===== src/rtl/thg_pkg.sv =====
package thg_pkg;

  typedef enum logic [1:0] {
    JOB_NONE = 2'd0,
    JOB_TRIG = 2'd1,
    JOB_REL  = 2'd2,
    JOB_TEMP = 2'd3
  } job_e;

  // Anchor temperature of the low calibration point, deci-Celsius
  localparam int ANCHOR_DC   = 250;
  // Default throttle point below the hot calibration point
  localparam int DEF_DROP_DC = 100;
  // Release point below the throttle point
  localparam int REL_DROP_DC = 50;
  // Calibration word field positions
  localparam int CAL_ROOM_LSB = 20;
  localparam int CAL_HOT_LSB  = 8;
  localparam int CAL_DEG_MULT = 10;

  function automatic int count_span(input int room, input int hot);
    return (room > hot) ? (room - hot) : 1;
  endfunction

  function automatic int temp_span(input int hv);
    return (hv > ANCHOR_DC) ? (hv - ANCHOR_DC) : 1;
  endfunction

  function automatic int temp_gap(input int hv, input int t);
    return (t < hv) ? (hv - t) : 0;
  endfunction

  function automatic int abs_gap(input int a, input int b);
    return (a >= b) ? (a - b) : (b - a);
  endfunction

  function automatic int clip(input int v, input int lo, input int hi);
    if (v < lo) return lo;
    if (v > hi) return hi;
    return v;
  endfunction

endpackage


===== src/rtl/thg_divider.sv =====
module thg_divider #(
  parameter int NUM_W = 25,
  parameter int DEN_W = 12
) (
  input  logic             clk,
  input  logic             rst_n,
  input  logic             start,
  input  logic [NUM_W-1:0] num,
  input  logic [DEN_W-1:0] den,
  output logic             run,
  output logic             done,
  output logic [NUM_W-1:0] quo
);
  localparam int CW = $clog2(NUM_W + 1);

  logic [NUM_W-1:0] shreg;
  logic [DEN_W-1:0] rem_q, den_q;
  logic [CW-1:0]    left;
  logic [DEN_W:0]   rem_sh, rem_nx;
  logic             fits;

  always_comb begin
    rem_sh = {rem_q, shreg[NUM_W-1]};
    fits   = rem_sh >= {1'b0, den_q};
    rem_nx = fits ? (rem_sh - {1'b0, den_q}) : rem_sh;
  end

  always_ff @(posedge clk or negedge rst_n) begin
    if (!rst_n) begin
      shreg <= '0;
      rem_q <= '0;
      den_q <= '0;
      left  <= '0;
      run   <= 1'b0;
      done  <= 1'b0;
    end else if (start) begin
      shreg <= num;
      rem_q <= '0;
      den_q <= den;
      left  <= CW'(NUM_W);
      run   <= 1'b1;
      done  <= 1'b0;
    end else if (run) begin
      shreg <= {shreg[NUM_W-2:0], fits};
      rem_q <= rem_nx[DEN_W-1:0];
      left  <= left - 1'b1;
      if (left == CW'(1)) begin
        run  <= 1'b0;
        done <= 1'b1;
      end
    end else begin
      done <= 1'b0;
    end
  end

  assign quo = shreg;
endmodule


===== src/rtl/thg_tick.sv =====
module thg_tick #(
  parameter int PERIOD = 2400000
) (
  input  logic clk,
  input  logic rst_n,
  output logic tick
);
  localparam int TW = (PERIOD > 1) ? $clog2(PERIOD) : 1;

  logic [TW-1:0] cnt;

  assign tick = (cnt == TW'(PERIOD - 1));

  always_ff @(posedge clk or negedge rst_n) begin
    if (!rst_n)    cnt <= '0;
    else if (tick) cnt <= '0;
    else           cnt <= cnt + 1'b1;
  end
endmodule


===== src/rtl/thg_decide.sv =====
module thg_decide #(
  parameter int CNT_W = 12
) (
  input  logic             clk,
  input  logic             rst_n,
  input  logic             tick,
  input  logic             busy,
  input  logic             armed,
  input  logic [CNT_W-1:0] last_cnt,
  input  logic [CNT_W-1:0] trig_cnt,
  input  logic [CNT_W-1:0] rel_cnt,
  output logic             fire,
  output logic             slow_req,
  output logic             fast_req
);
  logic owed, want;

  assign want = tick | owed;
  assign fire = want & ~busy & armed;

  always_ff @(posedge clk or negedge rst_n) begin
    if (!rst_n) begin
      owed     <= 1'b0;
      slow_req <= 1'b0;
      fast_req <= 1'b0;
    end else begin
      owed <= want & busy;
      if (fire) begin
        if (last_cnt < trig_cnt) begin
          slow_req <= 1'b1;
          fast_req <= 1'b0;
        end else if (last_cnt > rel_cnt) begin
          slow_req <= 1'b0;
          fast_req <= 1'b1;
        end
      end
    end
  end
endmodule


===== src/rtl/thermal_guard.sv =====
module thermal_guard
  import thg_pkg::*;
#(
  parameter int CNT_W        = 12,
  parameter int TMP_W        = 12,
  parameter int OUT_W        = 16,
  parameter int CHECK_CYCLES = 2400000
) (
  input  logic                    clk,
  input  logic                    rst_n,
  input  logic [31:0]             cal_word,
  input  logic                    smp_vld,
  input  logic [CNT_W-1:0]        smp_cnt,
  input  logic                    thr_we,
  input  logic [TMP_W-1:0]        thr_dc,
  output logic                    slow_req,
  output logic                    fast_req,
  output logic signed [OUT_W-1:0] temp_dc,
  output logic [CNT_W-1:0]        trig_cnt,
  output logic [CNT_W-1:0]        rel_cnt,
  output logic                    busy
);
  localparam int NUM_W   = CNT_W + TMP_W + 1;
  localparam int DEN_W   = (TMP_W > CNT_W) ? TMP_W : CNT_W;
  localparam int CNT_MAX = (1 << CNT_W) - 1;
  localparam int TMP_MAX = (1 << TMP_W) - 1;
  localparam int OUT_MAX = (1 << (OUT_W - 1)) - 1;
  localparam int OUT_MIN = -(1 << (OUT_W - 1));

  logic             ld_done, armed, tsign;
  logic             pend_trig, pend_rel;
  logic [CNT_W-1:0] room_q, hot_q, last_cnt, cvt_cnt;
  logic [TMP_W-1:0] hv_q, thr_q;
  job_e             cur_job, next_job;

  logic             div_start, div_run, div_done;
  logic [NUM_W-1:0] div_num, div_quo;
  logic [DEN_W-1:0] div_den;
  logic             tick, decide_now;

  int cspan_i, tspan_i, hv_i, hot_i, quo_i;

  // Job selection and divider operands
  always_comb begin
    hv_i    = int'(hv_q);
    hot_i   = int'(hot_q);
    quo_i   = int'(div_quo);
    cspan_i = count_span(int'(room_q), hot_i);
    tspan_i = temp_span(hv_i);

    next_job = JOB_NONE;
    if (ld_done && cur_job == JOB_NONE) begin
      if (pend_trig)                        next_job = JOB_TRIG;
      else if (pend_rel)                    next_job = JOB_REL;
      else if (armed && last_cnt != cvt_cnt) next_job = JOB_TEMP;
    end
    div_start = (next_job != JOB_NONE);

    div_num = '0;
    div_den = DEN_W'(1);
    case (next_job)
      JOB_TRIG: begin
        div_num = NUM_W'(cspan_i * temp_gap(hv_i, int'(thr_q)));
        div_den = DEN_W'(tspan_i);
      end
      JOB_REL: begin
        div_num = NUM_W'(cspan_i * temp_gap(hv_i, int'(thr_q) - REL_DROP_DC));
        div_den = DEN_W'(tspan_i);
      end
      JOB_TEMP: begin
        div_num = NUM_W'(abs_gap(int'(last_cnt), hot_i) * tspan_i);
        div_den = DEN_W'(cspan_i);
      end
      default: ;
    endcase
  end

  assign busy = ~ld_done | pend_trig | pend_rel | (cur_job != JOB_NONE)
              | (armed & (last_cnt != cvt_cnt));

  always_ff @(posedge clk or negedge rst_n) begin
    if (!rst_n) begin
      ld_done   <= 1'b0;
      armed     <= 1'b0;
      tsign     <= 1'b0;
      pend_trig <= 1'b0;
      pend_rel  <= 1'b0;
      room_q    <= '0;
      hot_q     <= '0;
      hv_q      <= '0;
      thr_q     <= '0;
      last_cnt  <= '0;
      cvt_cnt   <= '0;
      cur_job   <= JOB_NONE;
      trig_cnt  <= '0;
      rel_cnt   <= '0;
      temp_dc   <= '0;
    end else begin
      if (!ld_done) begin
        room_q    <= CNT_W'(cal_word[31:CAL_ROOM_LSB]);
        hot_q     <= CNT_W'(cal_word[CAL_ROOM_LSB-1:CAL_HOT_LSB]);
        hv_q      <= TMP_W'(int'(cal_word[CAL_HOT_LSB-1:0]) * CAL_DEG_MULT);
        thr_q     <= TMP_W'(clip(int'(cal_word[CAL_HOT_LSB-1:0]) * CAL_DEG_MULT
                                 - DEF_DROP_DC, 0, TMP_MAX));
        pend_trig <= 1'b1;
        pend_rel  <= 1'b1;
        ld_done   <= 1'b1;
      end

      if (smp_vld) begin
        last_cnt <= smp_cnt;
        if (smp_cnt != '0) armed <= 1'b1;
      end

      if (div_start) begin
        cur_job <= next_job;
        case (next_job)
          JOB_TRIG: pend_trig <= 1'b0;
          JOB_REL:  pend_rel  <= 1'b0;
          JOB_TEMP: begin
            cvt_cnt <= last_cnt;
            tsign   <= (last_cnt < hot_q);
          end
          default: ;
        endcase
      end

      if (div_done) begin
        case (cur_job)
          JOB_TRIG: trig_cnt <= CNT_W'(clip(quo_i + hot_i, 0, CNT_MAX));
          JOB_REL:  rel_cnt  <= CNT_W'(clip(quo_i + hot_i, 0, CNT_MAX));
          JOB_TEMP: temp_dc  <= OUT_W'(clip(tsign ? (hv_i + quo_i) : (hv_i - quo_i),
                                            OUT_MIN, OUT_MAX));
          default: ;
        endcase
        cur_job <= JOB_NONE;
      end

      if (thr_we) begin
        thr_q     <= thr_dc;
        pend_trig <= 1'b1;
        pend_rel  <= 1'b1;
      end
    end
  end

  thg_divider #(.NUM_W(NUM_W), .DEN_W(DEN_W)) u_div (
    .clk   (clk),
    .rst_n (rst_n),
    .start (div_start),
    .num   (div_num),
    .den   (div_den),
    .run   (div_run),
    .done  (div_done),
    .quo   (div_quo)
  );

  thg_tick #(.PERIOD(CHECK_CYCLES)) u_tick (
    .clk   (clk),
    .rst_n (rst_n),
    .tick  (tick)
  );

  thg_decide #(.CNT_W(CNT_W)) u_dec (
    .clk      (clk),
    .rst_n    (rst_n),
    .tick     (tick),
    .busy     (busy),
    .armed    (armed),
    .last_cnt (last_cnt),
    .trig_cnt (trig_cnt),
    .rel_cnt  (rel_cnt),
    .fire     (decide_now),
    .slow_req (slow_req),
    .fast_req (fast_req)
  );
endmodule


===== config.mk =====
export PLATFORM = sky130hd
export DESIGN_NAME = thermal_guard
export DESIGN_NICKNAME = d
export VERILOG_FILES = /design/src/rtl/thg_pkg.sv /design/src/rtl/thg_divider.sv /design/src/rtl/thg_tick.sv /design/src/rtl/thg_decide.sv /design/src/rtl/thermal_guard.sv
export SDC_FILE = /design/constraint.sdc
export NUM_CORES = 2
export LEC_CHECK = 0
export BUFFER_PORTS_ARGS = -buffer_cell sky130_fd_sc_hd__buf_2
export CORE_MARGIN = 5
export CORE_UTILIZATION = 40
export DETAILED_ROUTE_END_ITERATION = 16
export SLEW_MARGIN = 20
export SYNTH_ARGS = -nofsm -noshare
export SYNTH_HDL_FRONTEND = slang
export SYNTH_HIERARCHICAL = 1
export SYNTH_SLANG_ARGS = --single-unit

===== constraint.sdc =====
create_clock -name clk -period 20.6 [get_ports clk]
set_input_delay 6.18 -clock clk [delete_from_list [all_inputs] [get_ports clk]]
set_output_delay 6.18 -clock clk [all_outputs]
set_load 0.01 [all_outputs]

== After elaboration in Yosys (flattened, before gate mapping) ==
Cells that the tools add are included.
Widths: inputs -> output; s select.
Storage, ports and cells
  memory bits (writable): 0
  register bits: 199
  latch bits: 0
  logic and storage cells: 174
  output and inout port bits: 43
  bits in read-only memories: 0
  bits of input ports: 60
  memories kept: 0
Operators by class
  order comparisons: 15
  mux-type cells: 78
  eq/ne operators: 11
  add/subtract/negate cells: 14
  reductions and logical operators: 16
  shift-type cells: 0
  divide/modulo/power cells: 0
  bitwise gates (word level): 11
  multipliers: 4
Operators by type and width (number)
  $mux 32: 6
  $mux 12: 13
  $mul 32x32->25: 3
  $pmux 25 s3: 1
  $mux 16: 4
  $sub 12x12->13: 4
  $mux 25: 2
  $mux 1: 42
  $lt 12x12->1: 3
  $gt 32x16->1 const B: 1
  $lt 32x16->1 const B: 1
  $add 12x25->26: 1
  $add 25x12->26: 1
  $gt 26x12->1 const B: 1
  $lt 26x1->1 const B: 1
  $sub 12x25->26: 1
  $gt 12x12->1: 2
  $pmux 12 s2: 1
  $add 22x1->22 const B: 1
  $eq 22x22->1 const B: 1
  $mux 22: 1
  $sub 13x13->14: 1
  $ge 13x12->1: 1
  $gt 13x13->1 const B: 1
  other kinds (27): 55

== Depth between registers and ports, before layout ==
  depth after elaboration: 11
  mapped depth: 45
  depth with buffers taken out: 43

== Hierarchy ==
Netlist, hierarchy kept.
By module, submodules not included
  thermal_guard: seq. area each 2952.8 um^2, instances 1, area each 35455.3 um^2, cells an instance 4141
  thg_divider: seq. area each 1401.3 um^2, instances 1, area each 3194.3 um^2, cells an instance 338
  thg_tick: seq. area each 550.5 um^2, instances 1, area each 1101.1 um^2, cells an instance 106
  thg_decide: seq. area each 75.1 um^2, instances 1, area each 700.7 um^2, cells an instance 90

== Least setup slack after synthesis ==
No wires, ideal clock.
  path kind: register -> register
  start point: reg thr_q[3]
  end point: reg u_div.shreg[23], in the netlist u_div/quo[23]
  buffers on the path: 2
  data arrival time: 8.924 ns
  setup slack: 11.550 ns
  required time: 20.474 ns
  library setup time: 0.126 ns
  clock period less this slack: 9.050 ns
  stages on the path, launching flop included: 41
  cell sequence: dfrtp_1 > or3_1 > nand3_1 > nand2_1 > nor4_1 > xnor2_1 > ha_1 > nand3_1 > o2111a_1 > o21bai_1 > a21oi_1 > clkbuf_1 > a211oi_1 > clkbuf_1 > nand2_1 > inv_1 > fa_1 > inv_1 > [5 not listed] > fa_1 > inv_1 > fa_1 > inv_1 > ha_1 > nand2_1 > nor3_1 > o21ai_0 > and2_0 > o211ai_1 > a21o_1 > a21oi_1 > o21ai_0 > xor2_1 > a222oi_1 > nor2_1 > nand2_1 > o21ai_0
Between the ends
  word-level cells in the longest chain between the ends: 6
  elaborated cells between the ends (all ways): 11
  classes of those cells: add/sub (3); mul (2); order compare (2); mux (4)
RTL lines
  start, declared: line thermal_guard.sv:33  | logic [TMP_W-1:0] hv_q, thr_q;
  start signal, assigned: line thermal_guard.sv:103  | thr_q <= TMP_W'(clip(int'(cal_word[CAL_HOT_LSB-1:0]) * CAL_DEG_MULT
  start signal, assigned: line thermal_guard.sv:140  | thr_q <= thr_dc;
  $sub 12x6->13: line thermal_guard.sv:67  | div_num = NUM_W'(cspan_i * temp_gap(hv_i, int'(thr_q) - REL_DROP_DC));
  $sub 13x13->14 / $lt 13x13->1 (equally long branches): line thg_pkg.sv:30  | return (t < hv) ? (hv - t) : 0;
  $mux 32: line thg_pkg.sv:30
  $mul 32x32->25: line thermal_guard.sv:67
  $pmux 25 s3 (*): line thermal_guard.sv:61  | case (next_job)
  net div_num[23]: line thermal_guard.sv:37  | logic [NUM_W-1:0] div_num, div_quo;
  $mux 25 (*): line thg_divider.sv:36  | end else if (start) begin
  end signal, assigned: line thg_divider.sv:37  | shreg <= num;
  end signal, assigned: line thg_divider.sv:44  | shreg <= {shreg[NUM_W-2:0], fits};
  end, declared: line thg_divider.sv:16  | logic [NUM_W-1:0] shreg;
Mark *: on every way through the listed nets, which the timed path passes. The rest lies on a longest branch.
A chain may end at the register's enable or synchronous reset.

== Worst setup path in the final report ==
  start point: reg hot_q[1]
  end point: reg u_div.shreg[24], in the netlist u_div/quo[24]
Between the ends
  word-level cells in the longest chain between the ends: 5
  elaborated cells between the ends (all ways): 12
  classes of those cells: add/sub (3); mul (3); order compare (2); mux (4)
RTL lines
  start, declared: line thermal_guard.sv:32  | logic [CNT_W-1:0] room_q, hot_q, last_cnt, cvt_cnt;
  start signal, assigned: line thermal_guard.sv:101  | hot_q <= CNT_W'(cal_word[CAL_ROOM_LSB-1:CAL_HOT_LSB]);
  $sub 12x12->13, or another cell as far along: line thg_pkg.sv:34  | return (a >= b) ? (a - b) : (b - a);
  $mux 32, on equally long branches: line thg_pkg.sv:34, thg_pkg.sv:22
  $mul 32x32->25, on equally long branches: line thermal_guard.sv:71, thermal_guard.sv:63, thermal_guard.sv:67
  $pmux 25 s3 (*): line thermal_guard.sv:61
  net div_num[24]: line thermal_guard.sv:37
  $mux 25 (*): line thg_divider.sv:36
Marks and branches as above.

==> results.md <==
* DRT Pass-1 Iters at 6
* Number of buffers added for setup after CTS at 0
* Max Cap Viol at 0
* Inserted Diodes at 0
* Critical-path maximum fanout at 20
* Antenna viol nets, final at 0
* Mapped Nets at between 5000 and 6000
* All-Layer GR Usage at around 22%
* Std cell rows at 116
* First-pass GRT wire length at around 190 mm
* Gr ovfl total at 0
* Die height at 328 um
* Setup Viol. Count Final at 0
* Worst-Margin Slew at 1.18 ns
* Final nets at between 5000 and 6000
* H-tree levels at 4
* Top area cells in the synthesized netlist: fa_1 30%, ha_1 14%, dfrtp_1 12%
* Die width at about 330 um
* HPWL Detailed at approximately 100 mm
* Resize count post-CTS at 0
* Largest net degree at the start of global routing at just over 80
* Seq/Total Area, Yosys at ~12%
* Synthesis-to-finish area growth at 6.48%
* Status: finished, final reports clean
* Layout cell share with drive strength beyond 1 at a little under 6%
* Multi-input gate area at between 30000 and 40000 sq um
* Final hold slack at around 0.47 ns
* Max Root-Sink Buffers at 2
* Worst reg2reg endpoint: u_div/quo[24]$_DFFE_PN0P_
* Ys flop type: dfrtp_1
* Clock slew at reported path FFs at 0.08 ns
* Die Area at about 110000 sq um
* Min Tclk post-route at roughly 11 ns
* Clk_lat worst skew at about 0.48 ns
* Setup repair after global routing missed its margin: false
* Setup TNS at 0 ns
* Flop-to-flop setup slack at 10.04 ns
* YS warnings at 6
* Fillers at 10030
* Root buf cell: clkbuf_16
* Fin crit share at 51.3%
* Yosys top cell by area: fa_1
* Crit path to: u_div/quo[24]$_DFFE_PN0P_
* Arrival time of the worst setup path at 10.90 ns
* Clk_skew at between 0.03 and 0.04 ns
* Final slew viol count at 0
* Mapped Area at a little over 40000 sq um
* Crit path launch type: flip-flop
* Drt wl/cell at roughly 19 um
* Setup crit start: hot_q[1]$_DFFE_PN0N_
* Via density at ~5.2
* Input/output buffers at 102
* CTS tree: built
* Slew Limit Headroom at between 20% and 30%
* Synth top cells by count: 977 x inv_1, 610 x fa_1, 558 x nand2_1, 459 x ha_1, 310 x nor2_1
* Most common cell in the netlist: inv_1
* Routed Wire Length at 117 mm
* Top achievable clock speed at between 90 and 100 MHz
* Crit Path Category: reg -> reg
* DRC violations left at 0
* Clk sinks at roughly 200
* Hold_buf cts at 0
* Asr flop ratio synth at 100%
* Core area at roughly 100000 sq um
* Cells after synthesis at approximately 4700
* Seq cells post-synth at roughly 200
* Antenna violations before repair at 8
* CP max stage delay at 0.98 ns
* Syn_area_per_cell at between 8 and 9 sq um
* CP Capture Type: flip-flop
* GP Congestion at between 0.9 and 1
* I/O pin count at ~100
* Hold Vio Cnt, Final at 0
* DRT iter0 DRCs at between 2000 and 2500
* CP max stage cell: and2_1
* Initial core utilization at 40.3%
* Worst hold path type: reg -> reg
* RR Startpoint: hot_q[1]$_DFFE_PN0N_
* CTS buffer count at 17
* Reg2Reg Depth at 35
* Count of different cell masters after synthesis at 94
* Post-synth EDFFs at 0
* Most used cell, CP: fa_1
* WP data required at 20.94 ns
* Via total after detailed routing at 31565
* Vias in the first global route at between 30000 and 40000
* Synth top area share at between 30 and 40%
* Register area at 4980 sq um
per-layer routing:
| metal | wire, um | GRT usage, % | vias up |
|---|---|---|---|
| met5 | 13 | 0 | - |
| met4 | 2620 | 4.96 | 2 |
| met3 | 6870 | 3.13 | 134 |
| met2 | 54700 | 35.7 | 911 |
| met1 | 52500 | 31.0 | 15794 |
| li1 | - | - | 14724 |
worst max-delay path, delay by kind of cell (launching register included):
kind                       cells  cell delay (ns)
DFF                            1             0.54
and+or+nand+nor                7             1.56
buffers and inverters          2             0.24
adders and majority gates      9             4.29
AOI/OAI and AO/OA             14             2.98
xor gates and xnor gates       3             0.76
registers in the layout, indices dropped and copies added, names as in the netlist, 2 cells and up:
signal       cells
u_div/den_q     12
rel_cnt         12
thr_q           12
cvt_cnt         12
hv_q            11
trig_cnt        12
hot_q           12
room_q          12
cur_job          2
temp_dc         16
u_div/rem_q     12
u_tick/cnt      22
last_cnt        12
u_div/quo       25
u_div/left       5
logic make-up (layout without fill, tap and decap cells):
| family | after synthesis | after routing | synth area share (%) |
|---|---|---|---|
| other | 1 | 1 | 0.00927 |
| xor gates and xnor gates | 278 | 278 | 6.16 |
| AOI/OAI and AO/OA | 628 | 628 | 9.91 |
| DFF | 199 | 199 | 12.3 |
| and+or+nand+nor | 1285 | 1285 | 14.4 |
| muxes | 80 | 80 | 2.11 |
| adders and majority gates | 1069 | 1069 | 44.4 |
| buffers and inverters | 1135 | 1165 | 10.7 |
how the worst min path moves through the flow:
stage,start,to,cells past startpoint
CTS,temp_dc[9]$_DFFE_PN0P_,temp_dc[9]$_DFFE_PN0P_,2
detailed placement,temp_dc[9]$_DFFE_PN0P_,temp_dc[9]$_DFFE_PN0P_,2
global route,temp_dc[8]$_DFFE_PN0P_,temp_dc[8]$_DFFE_PN0P_,2
global placement,temp_dc[9]$_DFFE_PN0P_,temp_dc[9]$_DFFE_PN0P_,2
floorplan,armed$_DFFE_PN0P_,armed$_DFFE_PN0P_,1
finish,temp_dc[9]$_DFFE_PN0P_,temp_dc[9]$_DFFE_PN0P_,2
final cells by class:
class                           count  share of cell area, %
Clock buffer                       19                   1.05
Clock inverter                     13                  0.311
Inverter                          977                   8.51
Multi-Input combinational cell   3341                   72.5
Sequential cell                   199                   11.6
Tap cell                         1357                   3.94
Timing Repair Buffer              156                   2.15
stage by stage:
stage	setup slack (ns)	std cells	util, %	instance area, sq um
after floorplan	11.55	4675	-	40500
after global placement	10.09	6030	42.3	42500
after detailed placement	9.95	6030	42.3	42500
after CTS	9.92	6062	42.9	43100
after global routing	9.28	6062	42.9	43100
final	10.04	6062	42.9	43100
layout by cell type, fill, tap and decap left out, types with 8 or more instances in the layout:
master	instances
dfrtp_1	197
o21ai_0	165
o22ai_1	12
clkbuf_16	17
fa_1	610
a21o_1	39
mux2_2	42
o21bai_1	25
nand4_1	24
a21oi_1	182
o31a_1	8
xnor2_1	203
a22oi_1	23
nor2b_1	45
and3_1	30
inv_1	976
nand2_1	558
or3_1	11
o21a_1	25
nand3_1	49
mux2i_1	38
nor2_1	309
o211ai_1	11
buf_4	54
ha_1	459
and2_1	83
nor4_1	14
xor2_1	66
a31oi_1	15
nand2b_1	42
a211oi_1	20
buf_2	101
o31ai_1	8
a222oi_1	15
nor3_1	70
and4_1	8
Power is left out: the tool's default activity adds up to more than one toggle a clock period on the data nets, which glitch-free logic cannot reach.
